<file path="src/rtl/shift_add_mul_pkg.sv">
package shift_add_mul_pkg;

  typedef enum logic {
    ST_IDLE = 1'b0,
    ST_RUN  = 1'b1
  } mul_state_e;

endpackage

</file>
<file path="src/rtl/shift_add_mul_dp.sv">
// Operand shift registers and accumulator for the shift-add loop.
module shift_add_mul_dp #(
  parameter int WIDTH = 8
) (
  input  logic               clk,
  input  logic               rst_n,
  input  logic               load,
  input  logic               step,
  input  logic [WIDTH-1:0]   a,
  input  logic [WIDTH-1:0]   b,
  output logic [2*WIDTH-1:0] acc_sum,
  output logic               last
);

  localparam int PW = 2 * WIDTH;

  logic [PW-1:0]    mcand_q, mcand_d;
  logic [WIDTH-1:0] mplier_q, mplier_d;
  logic [PW-1:0]    acc_q, acc_d;
  logic [PW-1:0]    addend;
  logic             reg_en;

  assign addend  = mplier_q[0] ? mcand_q : '0;
  assign acc_sum = acc_q + addend;
  assign last    = (mplier_q[WIDTH-1:1] == '0);
  assign reg_en  = load | step;

  always_comb begin
    mcand_d  = mcand_q;
    mplier_d = mplier_q;
    acc_d    = acc_q;
    if (load) begin
      mcand_d  = {{WIDTH{1'b0}}, a};
      mplier_d = b;
      acc_d    = '0;
    end else if (step) begin
      mcand_d  = {mcand_q[PW-2:0], 1'b0};
      mplier_d = {1'b0, mplier_q[WIDTH-1:1]};
      acc_d    = acc_sum;
    end
  end

  always_ff @(posedge clk or negedge rst_n) begin
    if (!rst_n) begin
      mcand_q  <= '0;
      mplier_q <= '0;
      acc_q    <= '0;
    end else if (reg_en) begin
      mcand_q  <= mcand_d;
      mplier_q <= mplier_d;
      acc_q    <= acc_d;
    end
  end

  AST_ACC_NO_WRAP: assert property (@(posedge clk) disable iff (!rst_n)
    step |=> (acc_q >= $past(acc_q)));

endmodule

</file>
<file path="src/rtl/shift_add_mul_ctrl.sv">
// Sequencer: accepts requests, counts steps, registers results.
module shift_add_mul_ctrl
  import shift_add_mul_pkg::*;
#(
  parameter int WIDTH = 8
) (
  input  logic                       clk,
  input  logic                       rst_n,
  input  logic                       start,
  input  logic                       last,
  input  logic [2*WIDTH-1:0]         acc_sum,
  output logic                       load,
  output logic                       step,
  output logic                       ready,
  output logic                       done,
  output logic [2*WIDTH-1:0]         product,
  output logic [$clog2(WIDTH+1)-1:0] cycles
);

  localparam int CW = $clog2(WIDTH + 1);

  mul_state_e           state_q, state_d;
  logic [CW-1:0]        cnt_q, cnt_d;
  logic                 finish;
  logic                 done_d;
  logic [2*WIDTH-1:0]   product_q;
  logic [CW-1:0]        cycles_q;

  assign ready  = (state_q == ST_IDLE);
  assign load   = ready & start;
  assign step   = (state_q == ST_RUN);
  assign finish = step & last;
  assign done_d = finish;

  always_comb begin
    state_d = state_q;
    cnt_d   = cnt_q;
    if (load) begin
      state_d = ST_RUN;
      cnt_d   = '0;
    end else if (step) begin
      cnt_d = cnt_q + CW'(1);
      if (last) state_d = ST_IDLE;
    end
  end

  always_ff @(posedge clk or negedge rst_n) begin
    if (!rst_n) begin
      state_q <= ST_IDLE;
      cnt_q   <= '0;
      done    <= 1'b0;
    end else begin
      state_q <= state_d;
      cnt_q   <= cnt_d;
      done    <= done_d;
    end
  end

  always_ff @(posedge clk or negedge rst_n) begin
    if (!rst_n) begin
      product_q <= '0;
      cycles_q  <= '0;
    end else if (finish) begin
      product_q <= acc_sum;
      cycles_q  <= cnt_q + CW'(1);
    end
  end

  assign product = product_q;
  assign cycles  = cycles_q;

  AST_DONE_SINGLE: assert property (@(posedge clk) disable iff (!rst_n)
    done |=> !done);
  AST_READY_AT_DONE: assert property (@(posedge clk) disable iff (!rst_n)
    done |-> ready);
  AST_CYCLES_RANGE: assert property (@(posedge clk) disable iff (!rst_n)
    done |-> (cycles >= CW'(1) && cycles <= CW'(WIDTH)));
  AST_RESULT_HOLD: assert property (@(posedge clk) disable iff (!rst_n)
    ((product != $past(product)) || (cycles != $past(cycles))) |-> done);

endmodule

</file>
<file path="src/rtl/shift_add_mul.sv">
// Top: early-terminating unsigned shift-add multiplier.
module shift_add_mul #(
  parameter int WIDTH = 8
) (
  input  logic                       clk,
  input  logic                       rst_n,
  input  logic                       start,
  input  logic [WIDTH-1:0]           a,
  input  logic [WIDTH-1:0]           b,
  output logic                       ready,
  output logic [2*WIDTH-1:0]         product,
  output logic                       done,
  output logic [$clog2(WIDTH+1)-1:0] cycles
);

  logic               load;
  logic               step;
  logic               last;
  logic [2*WIDTH-1:0] acc_sum;

  shift_add_mul_dp #(.WIDTH(WIDTH)) u_dp (
    .clk     (clk),
    .rst_n   (rst_n),
    .load    (load),
    .step    (step),
    .a       (a),
    .b       (b),
    .acc_sum (acc_sum),
    .last    (last)
  );

  shift_add_mul_ctrl #(.WIDTH(WIDTH)) u_ctrl (
    .clk     (clk),
    .rst_n   (rst_n),
    .start   (start),
    .last    (last),
    .acc_sum (acc_sum),
    .load    (load),
    .step    (step),
    .ready   (ready),
    .done    (done),
    .product (product),
    .cycles  (cycles)
  );

  AST_ACCEPT_DROPS_READY: assert property (@(posedge clk) disable iff (!rst_n)
    (start && ready) |=> !ready);
  AST_ZERO_ONE_STEP: assert property (@(posedge clk) disable iff (!rst_n)
    (start && ready && (b == '0)) |=> ##1 done);
  AST_BUSY_START_IGNORED: assert property (@(posedge clk) disable iff (!rst_n)
    (start && !ready) |=> (!ready || done));

endmodule

</file>
<file path="config.mk">
export PLATFORM = sky130hd
export DESIGN_NAME = shift_add_mul
export DESIGN_NICKNAME = d
export VERILOG_FILES = /design/src/rtl/shift_add_mul_pkg.sv /design/src/rtl/shift_add_mul_dp.sv /design/src/rtl/shift_add_mul_ctrl.sv /design/src/rtl/shift_add_mul.sv
export SDC_FILE = /design/constraint.sdc
export NUM_CORES = 1
export LEC_CHECK = 0
export BUFFER_PORTS_ARGS = -buffer_cell sky130_fd_sc_hd__buf_2
export CORE_UTILIZATION = 50
export CTS_BUF_LIST = sky130_fd_sc_hd__clkbuf_16
export DETAILED_ROUTE_END_ITERATION = 8
export HOLD_SLACK_MARGIN = 0.15
export PLACE_DENSITY = 0.7
export SETUP_SLACK_MARGIN = 0.15
export SLEW_MARGIN = 20
export SYNTH_ARGS = -nofsm -noshare
export SYNTH_HDL_FRONTEND = slang
export SYNTH_SLANG_ARGS = --single-unit
</file>
<file path="constraint.sdc">
create_clock -name clk -period 3.5 [get_ports clk]
set_input_delay 0 -clock clk [delete_from_list [all_inputs] [get_ports clk]]
set_output_delay 0 -clock clk [all_outputs]
set_load 0.1 [all_outputs]
</file>
-- Word level (Yosys, flattened, before mapping)
Index checks and enable logic that the tools add are counted.
- muxes and demuxes: 12
- bitwise logic cells: 4
- reduce and logical (&&, ||, !) cells: 3
- add/subtract/negate cells: 2
- operator list (cell ; count):
    $mux W16 ; 5
    $add A16 B16 Y16 ; 1
    $mux W8 ; 2
    $mux W4 ; 2
    $logic_not A7 Y1 ; 1
    $add A4 B1 Y4 const B ; 1
    $mux W1 ; 3
    $and A1 B1 Y1 ; 2
    $reduce_and A2 Y1 ; 1
    $reduce_bool A2 Y1 ; 1
    $not A1 Y1 ; 1
    $or A1 B1 Y1 ; 1
- output and inout bits: 22
- flip-flop bits (word level): 66

-- Depth between registers and ports, before layout
- word-level depth: 4
- gate-level depth with buffers: 10

-- Hierarchy
A second synthesis with hierarchy kept.
- cells, all modules: 326
- area, all modules: 3575.9 sq um
- by module, submodules not included (module ; area an instance (sq um) ; times used ; cells an instance):
    shift_add_mul_dp ; 2521.2 ; 1 ; 260
    shift_add_mul_ctrl ; 1054.8 ; 1 ; 66

-- Worst setup path before layout
No wires, ideal clock.
- kind: register to register
- start point: register u_ctrl.state_q (netlist: u_ctrl.step)
- end point: register u_ctrl.product_q[12] (netlist: u_ctrl.product[12])
- arrival: 2282 ps
- stages on the path, launching flop included: 8
- setup slack: 1092 ps
- period minus slack after synthesis: 2408 ps
- path through: dfrtp_1 -> buf_4 -> clkinv_1 -> nor2_1 -> nand3_1 -> clkinv_1 -> buf_4 -> mux2_2
- cells in the longest elaborated chain, start to end: 1
- ends and longest elaborated chain (item ; RTL line ; RTL):
    from (decl) ; shift_add_mul_ctrl.sv:22 ; mul_state_e state_q, state_d;
    from (signal assigned) ; shift_add_mul_ctrl.sv:53 ; state_q <= state_d;
    $and A1 B1 Y1 ; shift_add_mul_ctrl.sv:32 ; assign finish = step & last;
    named net u_ctrl.done_d ; shift_add_mul_ctrl.sv:25 ; logic done_d;
    to (signal assigned) ; shift_add_mul_ctrl.sv:64 ; product_q <= acc_sum;
    to (decl) ; shift_add_mul_ctrl.sv:26 ; logic [2*WIDTH-1:0] product_q;
The timed path passes the listed nets, and every way through them passes these cells.
A chain may end at the register's enable or synchronous reset.

-- Worst setup path in the final report
- start point: register u_dp.mplier_q[0]
- end point: register u_ctrl.product_q[12] (netlist: u_ctrl.product[12])
- cells in the longest elaborated chain, start to end: 2
- ends and longest elaborated chain (item ; RTL line ; RTL):
    from (decl) ; shift_add_mul_dp.sv:18 ; logic [WIDTH-1:0] mplier_q, mplier_d;
    from (signal assigned) ; shift_add_mul_dp.sv:50 ; mplier_q <= mplier_d;
    $mux W16 ; shift_add_mul_dp.sv:23 ; assign addend = mplier_q[0] ? mcand_q : '0;
    $add A16 B16 Y16 ; shift_add_mul_dp.sv:24 ; assign acc_sum = acc_q + addend;
Every way passes these cells.

==> metrics.yaml <==
leakagePower_nw: 2.08
synth_cell_types: 43
cpMaxStageDelayCell: "dfrtp_1"
first_pass_iteration_count_of_the_detailed_router: 4
clkSlewWorstSetupHoldPaths_ns: 0.05
layout_min_cycle_time_ns: 2.74
run_status: "complete, no violations"
yosys.area.top_type_share: 0.479
timing.setup.tns_ns: 0
num_vias: 2645
avgRoutedWirePerCell_um: 15.2
timing.critical_path.to_type: "flop"
die_h_um: 85
ys_ff_latch: 66
root_buffer_cell: "clkbuf_16"
synthesis_warning_total: 0
grt_pass1_vias: 2627
combinationalPowerShare: 0.470
timing.final.crit_share: 0.784
fill_cells: 524
multi_input_comb_area_um2: 1690
final_max_slew_viol_count: 0
finalWirelength_um: 7260
placement.io_buffers: 40
power.share.sequential: 0.307
post-place-cells: 444
dieArea_um2: 7230
rsz0062_at_grt: "false"
grt-ovfl-total: 0
remaining_drc_errors: 0
ys_top_cells_by_area: "dfrtp_1, nand2_1, ha_1"
fin_worst_skew_ns: 0.00863
power_mw: 4.18
avgSynthCellArea_um2: 10.1
worstSetupPathType: "reg2reg"
p_sw_frac: 0.468
cts_repair_resize_count: 0
clock_latency_ns: 0.33
grt_antenna_before_repair: 0
postCtsSetupRepairBufs: 0
ctsHtreeMaxLevel: 3
top_level_ports: 41
clkPwrFrac: 0.224
num_antenna_cells: 0
clock_tree.buffer_depth: 2
gp_routability_congestion: 0.843
global_route_wire_length_before_repair_um: 12300
syn-num-nets: 378
final_nets: 431
power_per_cell_area_nw_per_um2: 1000
std_cell_rows: 29
drt_first_iter_violations: 85
hold_violations: 0
layout-drive-gt1-share: 0.180
number_of_flops_mapped_to_enable_cells_by_yosys: 0
slowest_delay_ns: 0.52
worst-endpoint-arrival_ns: 2.95
grt_usage: 0.221
regArea_um2: 1650
area_growth_syn_to_layout_pct: 20.9
hold_buffers: 17
yosysTopAreaCell: "dfrtp_1"
critPathRequiredTime_ns: 3.71
maxSlewHeadroom: 0.452
synth_seq_area_share: 0.479
final_cells: 477
hold_path.class: "in2reg"
design.core.area_um2: 6490
final_cell_mix: "dfrtp_1, nand2_1, buf_2, o21ai_0, dlygate4sd3_1"
mappedNetlistArea_um2: 3440
power_switching_mw: 1.95
max-vdd-ir-drop_v: 0.000408
setup_viol: 0
max_clock_freq_ghz: 0.365
critPathMaxFanout: 17
dieWidth_um: 85
synth_flop_cell: "dfrtp_1"
place_hpwl_um: 4780
syn-instance-count: 342
max_slew.worst_pin.slew_ns: 0.822
grt_start_max_net_pins: 64
synth_async_sr_flop_share: 1.00
cts_num_sinks: 66
cellInternalPower_mw: 2.23
tritoncts.num_buffers: 9
initial_utilization: 0.530
startpoint_type: "flop"
antenna_left: 0
via_per_inst: 5.55
max_cap_viol_count: 0
cts_tree: "done"
crit_path_cell_trace: "and2_1 -> ha_1 -> fa_1 -> a21o_1 -> nand3_1 -> a31oi_1 -> a311oi_2 -> xnor2_1 -> mux2_2"
layout_commonest_cell: "dfrtp_1"
## worst max-delay path, delay by kind of cell (launching register included)
kind                       cells  cell delay [ns]
AOI/OAI and AO/OA              3             0.79
muxes                          1             0.26
xor gates and xnor gates       1             0.11
adders and majority gates      2             0.61
and+or+nand+nor                2             0.32
DFF                            1             0.52
## final cells by class
class,instances,area share
clock buffers,9,0.0541
clock inverters,7,0.0207
inverters,4,0.00360
multi-input cells,253,0.406
flip-flops and latches,66,0.397
well taps,77,0.0231
repair buffers,61,0.0961
## cell usage after synthesis, types with 2 or more instances
library cell,n
inv_1,2
nand3_1,9
a211o_1,3
buf_4,3
ha_1,16
clkbuf_1,12
xnor2_1,10
dfrtp_1,66
a31oi_1,3
o211ai_1,2
nand4_1,2
a41oi_1,2
nand2b_1,8
xor2_1,4
and2_1,16
a21o_1,7
nor2_1,14
nor4_1,2
o21ai_0,34
buf_2,3
a21oi_1,10
mux2_2,8
clkinv_1,2
nand2_1,59
a22o_1,12
mux2i_1,16
## power groups by stage
stage / logic (mW) / clock network, mW / registers, mW
CTS: 1.97 / 0.947 / 1.28
floorplan: 0.929 / 0 / 1.94
global route: 2.12 / 0.985 / 1.33
finish: 1.96 / 0.935 / 1.28
global placement: 1.92 / 0 / 1.28
detailed placement: 1.95 / 0 / 1.29
## routing by layer
layer  part of all wire  global-route usage  vias up  routed length (µm)
li1                   -                   -     1315                   -
met1               0.50               0.297     1252                3610
met2               0.44               0.353       63                3220
met3              0.039              0.0360       15                 284
met4              0.021               0.102        0                 155
met5                  0                   0        -                   0
## cell families after synthesis
group | Yosys count | synth area share
AOI/OAI and AO/OA | 83 | 0.163
muxes | 25 | 0.0770
and+or+nand+nor | 114 | 0.151
buffers and inverters | 23 | 0.0298
adders and majority gates | 17 | 0.0639
xor gates and xnor gates | 14 | 0.0356
DFF | 66 | 0.479
## sequential cells by signal, indices dropped and copies added, names as in the netlist
register        flops
u_ctrl.done         1
u_ctrl.cnt_q        4
u_dp.acc_q         16
u_dp.mplier_q       8
u_ctrl.cycles       4
u_dp.mcand_q       16
u_ctrl.product     16
u_ctrl.step         1
## final timing paths
path / to / start / cells past startpoint / slack (ns)
worst min register to register: u_ctrl.cycles[1] / u_ctrl.cycles[1] / 2 / 0.47
min in group asynchronous: u_ctrl.cnt_q[2] / rst_n / 2 / 0.31
worst max-delay path: u_ctrl.product[12] / u_dp.mplier_q[0] / 9 / 0.76
worst min-delay path: u_dp.mcand_q[0] / start / 3 / 0.28
max in group asynchronous: u_dp.mcand_q[9] / rst_n / 3 / 2.30
worst max register to register: u_ctrl.product[12] / u_dp.mplier_q[0] / 9 / 0.76
## per-stage QoR
step / setup WS, ns / hold slack (ns) / cell area [µm²] / utilization
3_3_place_gp: 0.851 / 0.149 / 3680 / 0.567
4_1_cts: 0.770 / 0.275 / 4170 / 0.641
3_5_place_dp: 0.781 / 0.153 / 3680 / 0.567
6_report: 0.758 / 0.280 / 4170 / 0.641
2_1_floorplan: 1.09 / -0.296 / 3440 / -
5_1_grt: 0.595 / 0.339 / 4170 / 0.641
No activity file was read; power rests on OpenSTA's default activity.
